### config.mk
export PLATFORM = sky130hd
export DESIGN_NAME = pair_irq_ctrl
export DESIGN_NICKNAME = d
export VERILOG_FILES = /design/src/rtl/pic_pkg.sv /design/src/rtl/pic_addr_dec.sv /design/src/rtl/pic_blk_regs.sv /design/src/rtl/pic_line_merge.sv /design/src/rtl/pair_irq_ctrl.sv
export SDC_FILE = /design/constraint.sdc
export NUM_CORES = 1
export LEC_CHECK = 0
export BUFFER_PORTS_ARGS = -buffer_cell sky130_fd_sc_hd__buf_4
export CORE_MARGIN = 2
export CORE_UTILIZATION = 25
export CTS_CLUSTER_SIZE = 10
export DETAILED_ROUTE_END_ITERATION = 8
export GPL_ROUTABILITY_DRIVEN = 0
export GPL_TIMING_DRIVEN = 0
export PLACE_DENSITY = 0.49
export SYNTH_ARGS = -nofsm -noshare
export SYNTH_HDL_FRONTEND = slang
export SYNTH_SLANG_ARGS = --single-unit
### constraint.sdc
create_clock -name clk -period 2.39 [get_ports clk]
set_clock_uncertainty 0.15 [all_clocks]
set_input_delay 0.3585 -clock clk [delete_from_list [all_inputs] [get_ports clk]]
set_output_delay 0.3585 -clock clk [all_outputs]
set_load 0.005 [all_outputs]
### src/rtl/pic_pkg.sv
package pic_pkg;
  // Access spaces on the host port
  typedef enum logic [1:0] {
    SP_REG  = 2'd0,
    SP_ID   = 2'd1,
    SP_ACK  = 2'd2,
    SP_MEM  = 2'd3
  } space_e;

  // Source kinds per channel, also the bit offset inside a channel nibble
  localparam int unsigned SRC_TX  = 0;
  localparam int unsigned SRC_RX  = 1;
  localparam int unsigned SRC_BRK = 2;
  localparam int unsigned N_SRC   = 3;

  // Byte-swapped offset shared by status read and mask write
  localparam logic [4:0] OFF_STAT_MASK = 5'h0B;
  // Address that loads the vector in identification and memory spaces
  localparam logic [7:0] VEC_WR_ADDR   = 8'h01;

  // Status bit of a source for the even (0) or odd (1) channel of a block
  function automatic int unsigned stat_bit(input int unsigned odd, input int unsigned kind);
    return odd * 4 + kind;
  endfunction
endpackage

### src/rtl/pic_addr_dec.sv
module pic_addr_dec #(
  parameter int unsigned AW    = 8,
  parameter int unsigned N_BLK = 4,
  localparam int unsigned BW   = AW - 5,
  localparam int unsigned CW   = AW - 4
) (
  input  logic [AW-1:0] addr,
  output logic [BW-1:0] blk_idx,
  output logic [CW-1:0] chan_idx,
  output logic [4:0]    reg_off,
  output logic          blk_ok
);
  assign blk_idx  = addr[AW-1:5];
  assign chan_idx = addr[AW-1:4];
  assign reg_off  = addr[4:0] ^ 5'h01;
  assign blk_ok   = ({1'b0, blk_idx} < (BW+1)'(N_BLK));
endmodule

### src/rtl/pic_blk_regs.sv
module pic_blk_regs
  import pic_pkg::*;
#(
  parameter int unsigned DW = 8
) (
  input  logic          clk,
  input  logic          rst_n,
  input  logic [5:0]    src_set,   // [2:0] even channel, [5:3] odd channel
  input  logic [5:0]    src_clr,
  input  logic          mask_we,
  input  logic [DW-1:0] mask_wdata,
  output logic [DW-1:0] stat_q,
  output logic [DW-1:0] mask_q
);
  logic [DW-1:0] stat_d;

  always_comb begin
    stat_d = '0;
    for (int h = 0; h < 2; h++) begin
      for (int k = 0; k < N_SRC; k++) begin
        stat_d[stat_bit(h, k)] = src_set[h*N_SRC+k] |
                                 (stat_q[stat_bit(h, k)] & ~src_clr[h*N_SRC+k]);
      end
    end
  end

  always_ff @(posedge clk or negedge rst_n) begin
    if (!rst_n) begin
      stat_q <= '0;
      mask_q <= '0;
    end else begin
      stat_q <= stat_d;
      if (mask_we) mask_q <= mask_wdata;
    end
  end
endmodule

### src/rtl/pic_line_merge.sv
module pic_line_merge #(
  parameter int unsigned N_BLK        = 4,
  parameter int unsigned BLK_PER_LINE = 2,
  localparam int unsigned N_LINE      = N_BLK / BLK_PER_LINE
) (
  input  logic              clk,
  input  logic              rst_n,
  input  logic [N_BLK-1:0]  blk_pend,
  output logic [N_LINE-1:0] line_q
);
  for (genvar l = 0; l < N_LINE; l++) begin : g_line
    logic any_pend;
    assign any_pend = |blk_pend[l*BLK_PER_LINE +: BLK_PER_LINE];
    always_ff @(posedge clk or negedge rst_n) begin
      if (!rst_n) line_q[l] <= 1'b0;
      else        line_q[l] <= any_pend;
    end
  end
endmodule

### src/rtl/pair_irq_ctrl.sv
module pair_irq_ctrl
  import pic_pkg::*;
#(
  parameter int unsigned AW           = 8,
  parameter int unsigned DW           = 8,
  parameter int unsigned N_BLK        = 4,
  parameter int unsigned BLK_PER_LINE = 2,
  localparam int unsigned N_CH        = N_BLK * 2,
  localparam int unsigned N_LINE      = N_BLK / BLK_PER_LINE,
  localparam int unsigned BW          = AW - 5,
  localparam int unsigned CW          = AW - 4
) (
  input  logic              clk,
  input  logic              rst_n,
  input  logic              acc_valid,
  input  logic              acc_write,
  input  logic [1:0]        acc_space,
  input  logic [AW-1:0]     acc_addr,
  input  logic [DW-1:0]     acc_wdata,
  output logic [DW-1:0]     acc_rdata,
  input  logic [N_CH-1:0]   tx_set,
  input  logic [N_CH-1:0]   tx_clr,
  input  logic [N_CH-1:0]   rx_set,
  input  logic [N_CH-1:0]   rx_clr,
  input  logic [N_CH-1:0]   brk_set,
  input  logic [N_CH-1:0]   brk_clr,
  output logic [CW-1:0]     dec_chan,
  output logic [4:0]        dec_reg,
  output logic [N_LINE-1:0] irq_line
);
  logic [BW-1:0]       blk_idx;
  logic                blk_ok;
  logic [N_BLK*DW-1:0] stat_flat;
  logic [N_BLK*DW-1:0] mask_flat;
  logic [N_BLK-1:0]    blk_pend;
  logic [DW-1:0]       vec_q;

  logic rd_en, wr_en, hit_sm, ack_hit, vec_wr;
  assign rd_en   = acc_valid & ~acc_write;
  assign wr_en   = acc_valid &  acc_write;
  assign hit_sm  = (acc_space == SP_REG) && (dec_reg == OFF_STAT_MASK) && blk_ok;
  assign ack_hit = (acc_space == SP_ACK) && (acc_addr == AW'(0) || acc_addr == AW'(2));
  assign vec_wr  = wr_en && (acc_space == SP_ID || acc_space == SP_MEM) &&
                   (acc_addr == AW'(VEC_WR_ADDR));

  pic_addr_dec #(.AW(AW), .N_BLK(N_BLK)) u_dec (
    .addr     (acc_addr),
    .blk_idx  (blk_idx),
    .chan_idx (dec_chan),
    .reg_off  (dec_reg),
    .blk_ok   (blk_ok)
  );

  for (genvar b = 0; b < N_BLK; b++) begin : g_blk
    logic [5:0] set_v, clr_v;
    logic       mwe;
    for (genvar h = 0; h < 2; h++) begin : g_half
      assign set_v[h*N_SRC+SRC_TX]  = tx_set [2*b+h];
      assign set_v[h*N_SRC+SRC_RX]  = rx_set [2*b+h];
      assign set_v[h*N_SRC+SRC_BRK] = brk_set[2*b+h];
      assign clr_v[h*N_SRC+SRC_TX]  = tx_clr [2*b+h];
      assign clr_v[h*N_SRC+SRC_RX]  = rx_clr [2*b+h];
      assign clr_v[h*N_SRC+SRC_BRK] = brk_clr[2*b+h];
    end
    assign mwe = wr_en && hit_sm && (blk_idx == BW'(b));

    pic_blk_regs #(.DW(DW)) u_regs (
      .clk        (clk),
      .rst_n      (rst_n),
      .src_set    (set_v),
      .src_clr    (clr_v),
      .mask_we    (mwe),
      .mask_wdata (acc_wdata),
      .stat_q     (stat_flat[b*DW +: DW]),
      .mask_q     (mask_flat[b*DW +: DW])
    );
    assign blk_pend[b] = |(stat_flat[b*DW +: DW] & mask_flat[b*DW +: DW]);
  end

  pic_line_merge #(.N_BLK(N_BLK), .BLK_PER_LINE(BLK_PER_LINE)) u_merge (
    .clk      (clk),
    .rst_n    (rst_n),
    .blk_pend (blk_pend),
    .line_q   (irq_line)
  );

  always_ff @(posedge clk or negedge rst_n) begin
    if (!rst_n)      vec_q <= '0;
    else if (vec_wr) vec_q <= acc_wdata;
  end

  always_comb begin
    acc_rdata = '0;
    if (rd_en) begin
      if (hit_sm) begin
        for (int b = 0; b < N_BLK; b++) begin
          if (blk_idx == BW'(b)) acc_rdata = stat_flat[b*DW +: DW];
        end
      end else if (ack_hit) begin
        acc_rdata = vec_q;
      end
    end
  end
endmodule

==> impl_metrics.env, run 1 <==
export IMPL_global_route_overflow_total=0
export IMPL_timing_rr_end="u_merge.line_q[1]"
export IMPL_yosysUniqueCellTypes=25
export IMPL_leakagePower_nw=1.964
export IMPL_num_nets_final=382
export IMPL_fp_dieArea_mm2=0.01161
export IMPL_sort_of_element_at_the_start_of_the_critical_path="input port"
export IMPL_setup_reg_to_reg_worst_slack_ns=1.03
export IMPL_num_fill_cells=1063
export IMPL_die_x_um=107.8
export IMPL_critical_path_peak_fanout=6
export IMPL_detail_route_vias_per_cell=4.427
export IMPL_timing_fmax_ghz=0.4131
export IMPL_irDropWorstVdd_mv=0.1912
export IMPL_clockRootBuffer="sky130_fd_sc_hd__clkbuf_8"
export IMPL_regArea_mm2=0.001451
export IMPL_rr_startpoint="g_blk[3].u_regs.stat_q[0]"
export IMPL_area_growth_pct=41.14
export IMPL_placementRows=37
export IMPL_clockBufferDepth=2
export IMPL_violations="setup timing"
export IMPL_hold_depth=2
export IMPL_grt_max_degree=59
export IMPL_grt_first_pass_wirelength_um=10750
export IMPL_worst_hold_slack_ns=0.04905
export IMPL_hold_violations=0
export IMPL_worst_slew_pin_slew_ns=0.7481
export IMPL_hpwl_reported_at_the_end_of_detailed_placement_um=5071
export IMPL_io_pins=89
export IMPL_remaining_routing_drc_violations=0
export IMPL_multi_input_comb_area_mm2=0.001081
export IMPL_yosysWarnings=0
export IMPL_grtUsageTotal_pct=12.51
export IMPL_finalSetupViolations=2
export IMPL_synth_seq_cells=58
export IMPL_timing_final_max_slew_violations=0
export IMPL_power_density_mw_per_mm2=550.9
export IMPL_min_path_type="in2reg"
export IMPL_cp_data_arrival_time_ns=1.91
export IMPL_worst_endpoint_required_ns=1.88
export IMPL_dpl_cell_area_mm2=0.003522
export IMPL_clkSinkCount=58
export IMPL_diodes=0
export IMPL_ff2ff_path_depth=3
export IMPL_clk_latency_ns=0.33
export IMPL_route_vias_total=2001
export IMPL_cts_htree_levels=3
export IMPL_cap_viol_max_count=0
export IMPL_clock_tree_from_tritoncts="done"
export IMPL_worstSetupPathType="in2out"
export IMPL_via_count_of_the_first_global_routing_pass=2006
export IMPL_initial_core_util_pct=25.95
export IMPL_synthesis_area_mm2=0.002691
export IMPL_drt_pass_1_iters=4
export IMPL_finalWorstSetupSlack_ns=-0.03082
export IMPL_report_power_total_mw=2.093
export IMPL_number_of_routed_nets_with_antenna_violations=0
export IMPL_syn_area_per_cell_um2=12.82
export IMPL_final_min_period_over_clock_period_pct=101.3
export IMPL_synthesis_nets=280
export IMPL_path_clk_slew_ns=0.06
export IMPL_fin_crit_ns=2.421
export IMPL_drt_total_wl_um=6740
export IMPL_timing_max_slew_rel_slack_pct=50.13
export IMPL_place_worst_setup_slack_ns=-0.2948
export IMPL_post_route_cells_drive_above_1_share_pct=50.00
export IMPL_die_height_um=107.8
export IMPL_core_area_mm2=0.01037
export IMPL_netlist_instances=210
export IMPL_cts_made_buffers=9
export IMPL_rsz0062_at_grt="yes"
export IMPL_finalInstanceArea_mm2=0.003799
export IMPL_io_buffers=88
export IMPL_grt_antenna_before_repair=0
export IMPL_layout_core_utilization_pct=36.63
export IMPL_synth_yosys_seq_area_share_pct=53.93
export IMPL_min_delay_worst_endpoint="g_blk[0].u_regs.stat_q[5]"
export IMPL_dr_first_iter_drc_count=69
export IMPL_worst_setup_path_end_kind="output pin"
export IMPL_min_from="rx_set[1]"
export IMPL_outcome="finished with violations"
export IMPL_avgRoutedWirePerCell_um=14.91
==> metrics by stage <==
stage / instances / setup TNS (ns)
2_1_floorplan: 210 / 0
3_3_place_gp: 434 / -1.377
3_5_place_dp: 434 / -1.456
4_1_cts: 453 / -0.1035
5_1_grt: 452 / -0.1499
6_report: 452 / -0.04963
==> repair_timing <==
item	CTS	global route
pin swaps	3	1
setup endpoints to repair	7	6
hold buffers	1	0
hold endpoints to repair	58	0
buffers inserted	4	0
gates resized for setup	16	0
==> synth_stat cells, drive strengths merged <==
master / count / area (µm²)
a21o: 24 / 180.2
a221oi: 6 / 52.55
a22o: 6 / 52.55
and4b: 1 / 10.01
buf: 9 / 65.06
clkbuf: 2 / 7.510
dfrtp: 58 / 1451
inv: 39 / 146.4
mux2: 32 / 360.3
mux4: 6 / 135.1
nand2: 2 / 7.510
nand2b: 2 / 12.51
nand3: 2 / 10.01
nand4: 2 / 12.51
nand4bb: 1 / 11.26
nor2: 3 / 11.26
nor4: 5 / 91.34
nor4b: 1 / 8.760
o22ai: 6 / 37.54
or2: 1 / 6.260
or4: 1 / 11.26
or4b: 1 / 10.01
==> layout by cell type, fill, tap and decap left out, drive strengths merged <==
cell type    count
clkinv           3
clkbuf          13
or4              1
dfrtp           58
mux2            32
a21o            24
or2              1
nor4b            1
or4b             1
nand2            2
a22o             6
nand3            2
a221oi           6
nand4bb          1
buf            100
nor2             3
nand2b           2
o22ai            6
inv             39
nor4             5
dlygate4sd3      1
mux4             6
and4b            1
nand4            2
==> registers in the layout, summed over array words and instances (netlist names) <==
register / count
g_blk.u_regs.mask_q: 24
g_blk.u_regs.stat_q: 24
vec_q: 8
u_merge.line_q: 2
==> cell type report <==
class	instances	area share (%)
buffer	9	1.680
sequential	58	38.21
clock inverter	3	0.3953
tap	136	4.480
inverter	39	3.854
clock buffer	12	4.084
multi-input combinational	102	28.46
timing repair buffer	93	18.84
==> how the worst max path moves through the flow <==
stage               cells past startpoint  slack, ns      endpoint          from
finish                                  5      -0.03  acc_rdata[6]   acc_addr[7]
global route                            5      -0.06  acc_rdata[6]   acc_addr[7]
CTS                                     6      -0.05  acc_rdata[6]   acc_addr[7]
detailed placement                      6      -0.29  acc_rdata[6]  acc_space[0]
global placement                        6      -0.28  acc_rdata[6]  acc_space[0]
floorplan                               4       0.12  acc_rdata[6]  acc_space[1]
==> worst max-delay path: stages <==
cell	delay, ns
sky130_fd_sc_hd__buf_6	0.09
sky130_fd_sc_hd__or4_4	0.53
sky130_fd_sc_hd__or4b_4	0.60
sky130_fd_sc_hd__o22ai_4	0.21
sky130_fd_sc_hd__buf_6	0.11
==> kinds of logic after synthesis <==
kind of cell / count (synthesis) / synth area share [%]
buf+inv: 50 / 8.136
flops: 58 / 53.93
simple gates: 22 / 7.532
compound gates: 42 / 11.99
mux: 38 / 18.41
==> routing by layer <==
metal  global-route usage (%)  routed length [µm]
met1                    16.95                3147
met2                    18.78                3085
met3                    3.390                 453
met4                    5.220                  53
met5                        0                   0
==> where the power goes <==
| group | switching (mW) | leakage (nW) | internal (mW) |
|---|---|---|---|
| logic | 0.0963 | 1.14 | 0.149 |
| clock network | 0.374 | 0.0920 | 0.422 |
| registers | 0.0346 | 0.732 | 1.02 |
(Power assumes the default switching activity.)
==> run 2: changes to the inputs <==
--- a/config.mk
+++ b/config.mk
@@ -6,7 +6,7 @@
 export NUM_CORES = 1
 export LEC_CHECK = 0
 export BUFFER_PORTS_ARGS = -buffer_cell sky130_fd_sc_hd__buf_4
-export CORE_MARGIN = 2
+export CORE_MARGIN = 10
 export CORE_UTILIZATION = 25
 export CTS_CLUSTER_SIZE = 10
 export DETAILED_ROUTE_END_ITERATION = 8
==> impl_metrics.env, run 2 (synthesis gave the netlist of run 1 again) <==
export IMPL_remaining_routing_drc_violations=0
export IMPL_clockRootBuffer="sky130_fd_sc_hd__clkbuf_8"
export IMPL_min_path_type="in2reg"
export IMPL_leakagePower_nw=1.979
export IMPL_cts_htree_levels=3
export IMPL_clk_latency_ns=0.34
export IMPL_worstPathCellList="buf_6 > or4_4 > or4b_4 > o22ai_2 > buf_4"
export IMPL_layout_core_utilization_pct=36.61
export IMPL_timing_max_slew_rel_slack_pct=49.27
export IMPL_finalSetupViolations=0
export IMPL_outcome="finished, final reports clean"
export IMPL_stdcell_count=453
export IMPL_route_vias_total=1990
export IMPL_post_route_cells_drive_above_1_share_pct=50.79
export IMPL_cap_viol_max_count=0
export IMPL_dpl_cell_count=434
export IMPL_worstSetupPathType="in2out"
export IMPL_setup_reg_to_reg_worst_slack_ns=1.03
export IMPL_grt_first_pass_wirelength_um=11850
export IMPL_worst_slew_pin_slew_ns=0.7609
export IMPL_hpwl_reported_at_the_end_of_detailed_placement_um=5815
export IMPL_die_height_um=123.8
export IMPL_fin_crit_ns=2.381
export IMPL_detail_route_vias_per_cell=4.393
export IMPL_worst_hold_slack_ns=0.03531
export IMPL_fin_setup_tns_ns=0
export IMPL_avgRoutedWirePerCell_um=16.52
export IMPL_cp_data_arrival_time_ns=1.87
export IMPL_most_common_layout_cells="98 x sky130_fd_sc_hd__buf_4, 58 x sky130_fd_sc_hd__dfrtp_1, 39 x sky130_fd_sc_hd__inv_1"
export IMPL_worst_endpoint_required_ns=1.88
export IMPL_cts_made_buffers=9
export IMPL_timing_fmax_ghz=0.4200
export IMPL_dr_first_iter_drc_count=62
export IMPL_area_growth_pct=41.70
export IMPL_die_x_um=123.8
export IMPL_place_worst_setup_slack_ns=-0.2518
export IMPL_worst_setup_path_end_kind="output pin"
export IMPL_fp_dieArea_mm2=0.01532
export IMPL_ff2ff_path_depth=3
export IMPL_finalWorstSetupSlack_ns=0.008839
export IMPL_initial_core_util_pct=25.84
export IMPL_grt_antenna_before_repair=0
export IMPL_timing_final_max_slew_violations=0
export IMPL_rsz0062_at_grt="yes"
export IMPL_hold_depth=2
export IMPL_clkSinkCount=58
export IMPL_global_route_overflow_total=0
export IMPL_max_stage_delay_ns=0.59
export IMPL_via_count_of_the_first_global_routing_pass=2238
export IMPL_drt_pass_1_iters=4
export IMPL_irDropWorstVdd_mv=0.2561
export IMPL_path_clk_slew_ns=0.07
export IMPL_sort_of_element_at_the_start_of_the_critical_path="input port"
export IMPL_clockBufferDepth=2
export IMPL_critical_path_slowest_cell="sky130_fd_sc_hd__or4b_4"
export IMPL_min_delay_worst_endpoint="g_blk[1].u_regs.stat_q[4]"
export IMPL_grt_max_degree=59
export IMPL_io_buffers=88
export IMPL_final_min_period_over_clock_period_pct=99.63
export IMPL_core_area_mm2=0.01042
export IMPL_number_of_routed_nets_with_antenna_violations=0
export IMPL_timing_rr_end="u_merge.line_q[0]"
export IMPL_final_common_cell="sky130_fd_sc_hd__buf_4"
export IMPL_power_density_mw_per_mm2=577.0
export IMPL_regs_by_ff_count="g_blk.u_regs.mask_q x24, g_blk.u_regs.stat_q x24, vec_q x8"
export IMPL_io_pins=89
export IMPL_clock_tree_from_tritoncts="done"
export IMPL_hold_violations=0
export IMPL_rr_startpoint="g_blk[0].u_regs.stat_q[1]"
export IMPL_critical_path_peak_fanout=6
export IMPL_diodes=0
export IMPL_num_nets_final=382
export IMPL_placementRows=37
export IMPL_drt_total_wl_um=7482
export IMPL_grtUsageTotal_pct=10.20
export IMPL_min_from="tx_set[3]"
-- run 2: timing repair --
action	in CTS	in global routing
buffers inserted	4	0
endpoints found under the hold margin	58	0
hold buffers	1	0
setup endpoints to repair	6	6
resized for setup	11	2
cloned	0	0
pin swaps	4	1
-- run 2: critical path: cells and delay by family --
family / cells / cell delay (ns)
AO/OA/AOI/OAI: 1 / 0.16
buffers and inverters: 2 / 0.23
AND/OR/NAND/NOR: 2 / 1.13
-- run 2: metrics by stage --
stage | power (mW) | cell area [µm²]
2_1_floorplan | 1.145 | 2691
6_report | 2.200 | 3814
4_1_cts | 2.232 | 3819
3_5_place_dp | 1.312 | 3522
5_1_grt | 2.310 | 3814
3_3_place_gp | 1.310 | 3522
-- run 2: cell type report --
type | instances | area [µm²]
buffer | 9 | 63.81
clock buffer | 11 | 141.4
clock inverter | 5 | 53.80
fill | 1060 | 6603
inverter | 39 | 146.4
multi-input combinational | 102 | 1079
sequential | 58 | 1451
tap | 136 | 170.2
timing repair buffer | 93 | 708.2
-- run 2: per-layer routing --
layer | GRT usage [%] | up-vias | routed length [µm] | share of wire [%]
met5 | 0 | - | 0 | 0
met4 | 4.076 | 0 | 123 | 1.6
met3 | 4.344 | 10 | 646 | 8.6
met2 | 15.40 | 69 | 3426 | 46
met1 | 12.61 | 968 | 3285 | 44
li1 | - | 943 | - | -
-- run 2: worst max-delay path by stage --
| stage | depth (start not counted) | startpoint | to |
|---|---|---|---|
| after floorplan | 4 | acc_space[1] | acc_rdata[6] |
| after global placement | 6 | acc_space[0] | acc_rdata[5] |
| after detailed placement | 6 | acc_space[0] | acc_rdata[5] |
| after CTS | 6 | acc_addr[7] | acc_rdata[6] |
| after global routing | 5 | acc_addr[7] | acc_rdata[6] |
| final | 5 | acc_addr[7] | acc_rdata[5] |
-- run 2: power breakdown --
group | switching [mW] | internal (mW) | total [mW]
registers | 0.0350 | 1.02 | 1.05
logic | 0.0968 | 0.149 | 0.246
clock network | 0.397 | 0.506 | 0.903
total | 0.528 | 1.67 | 2.20
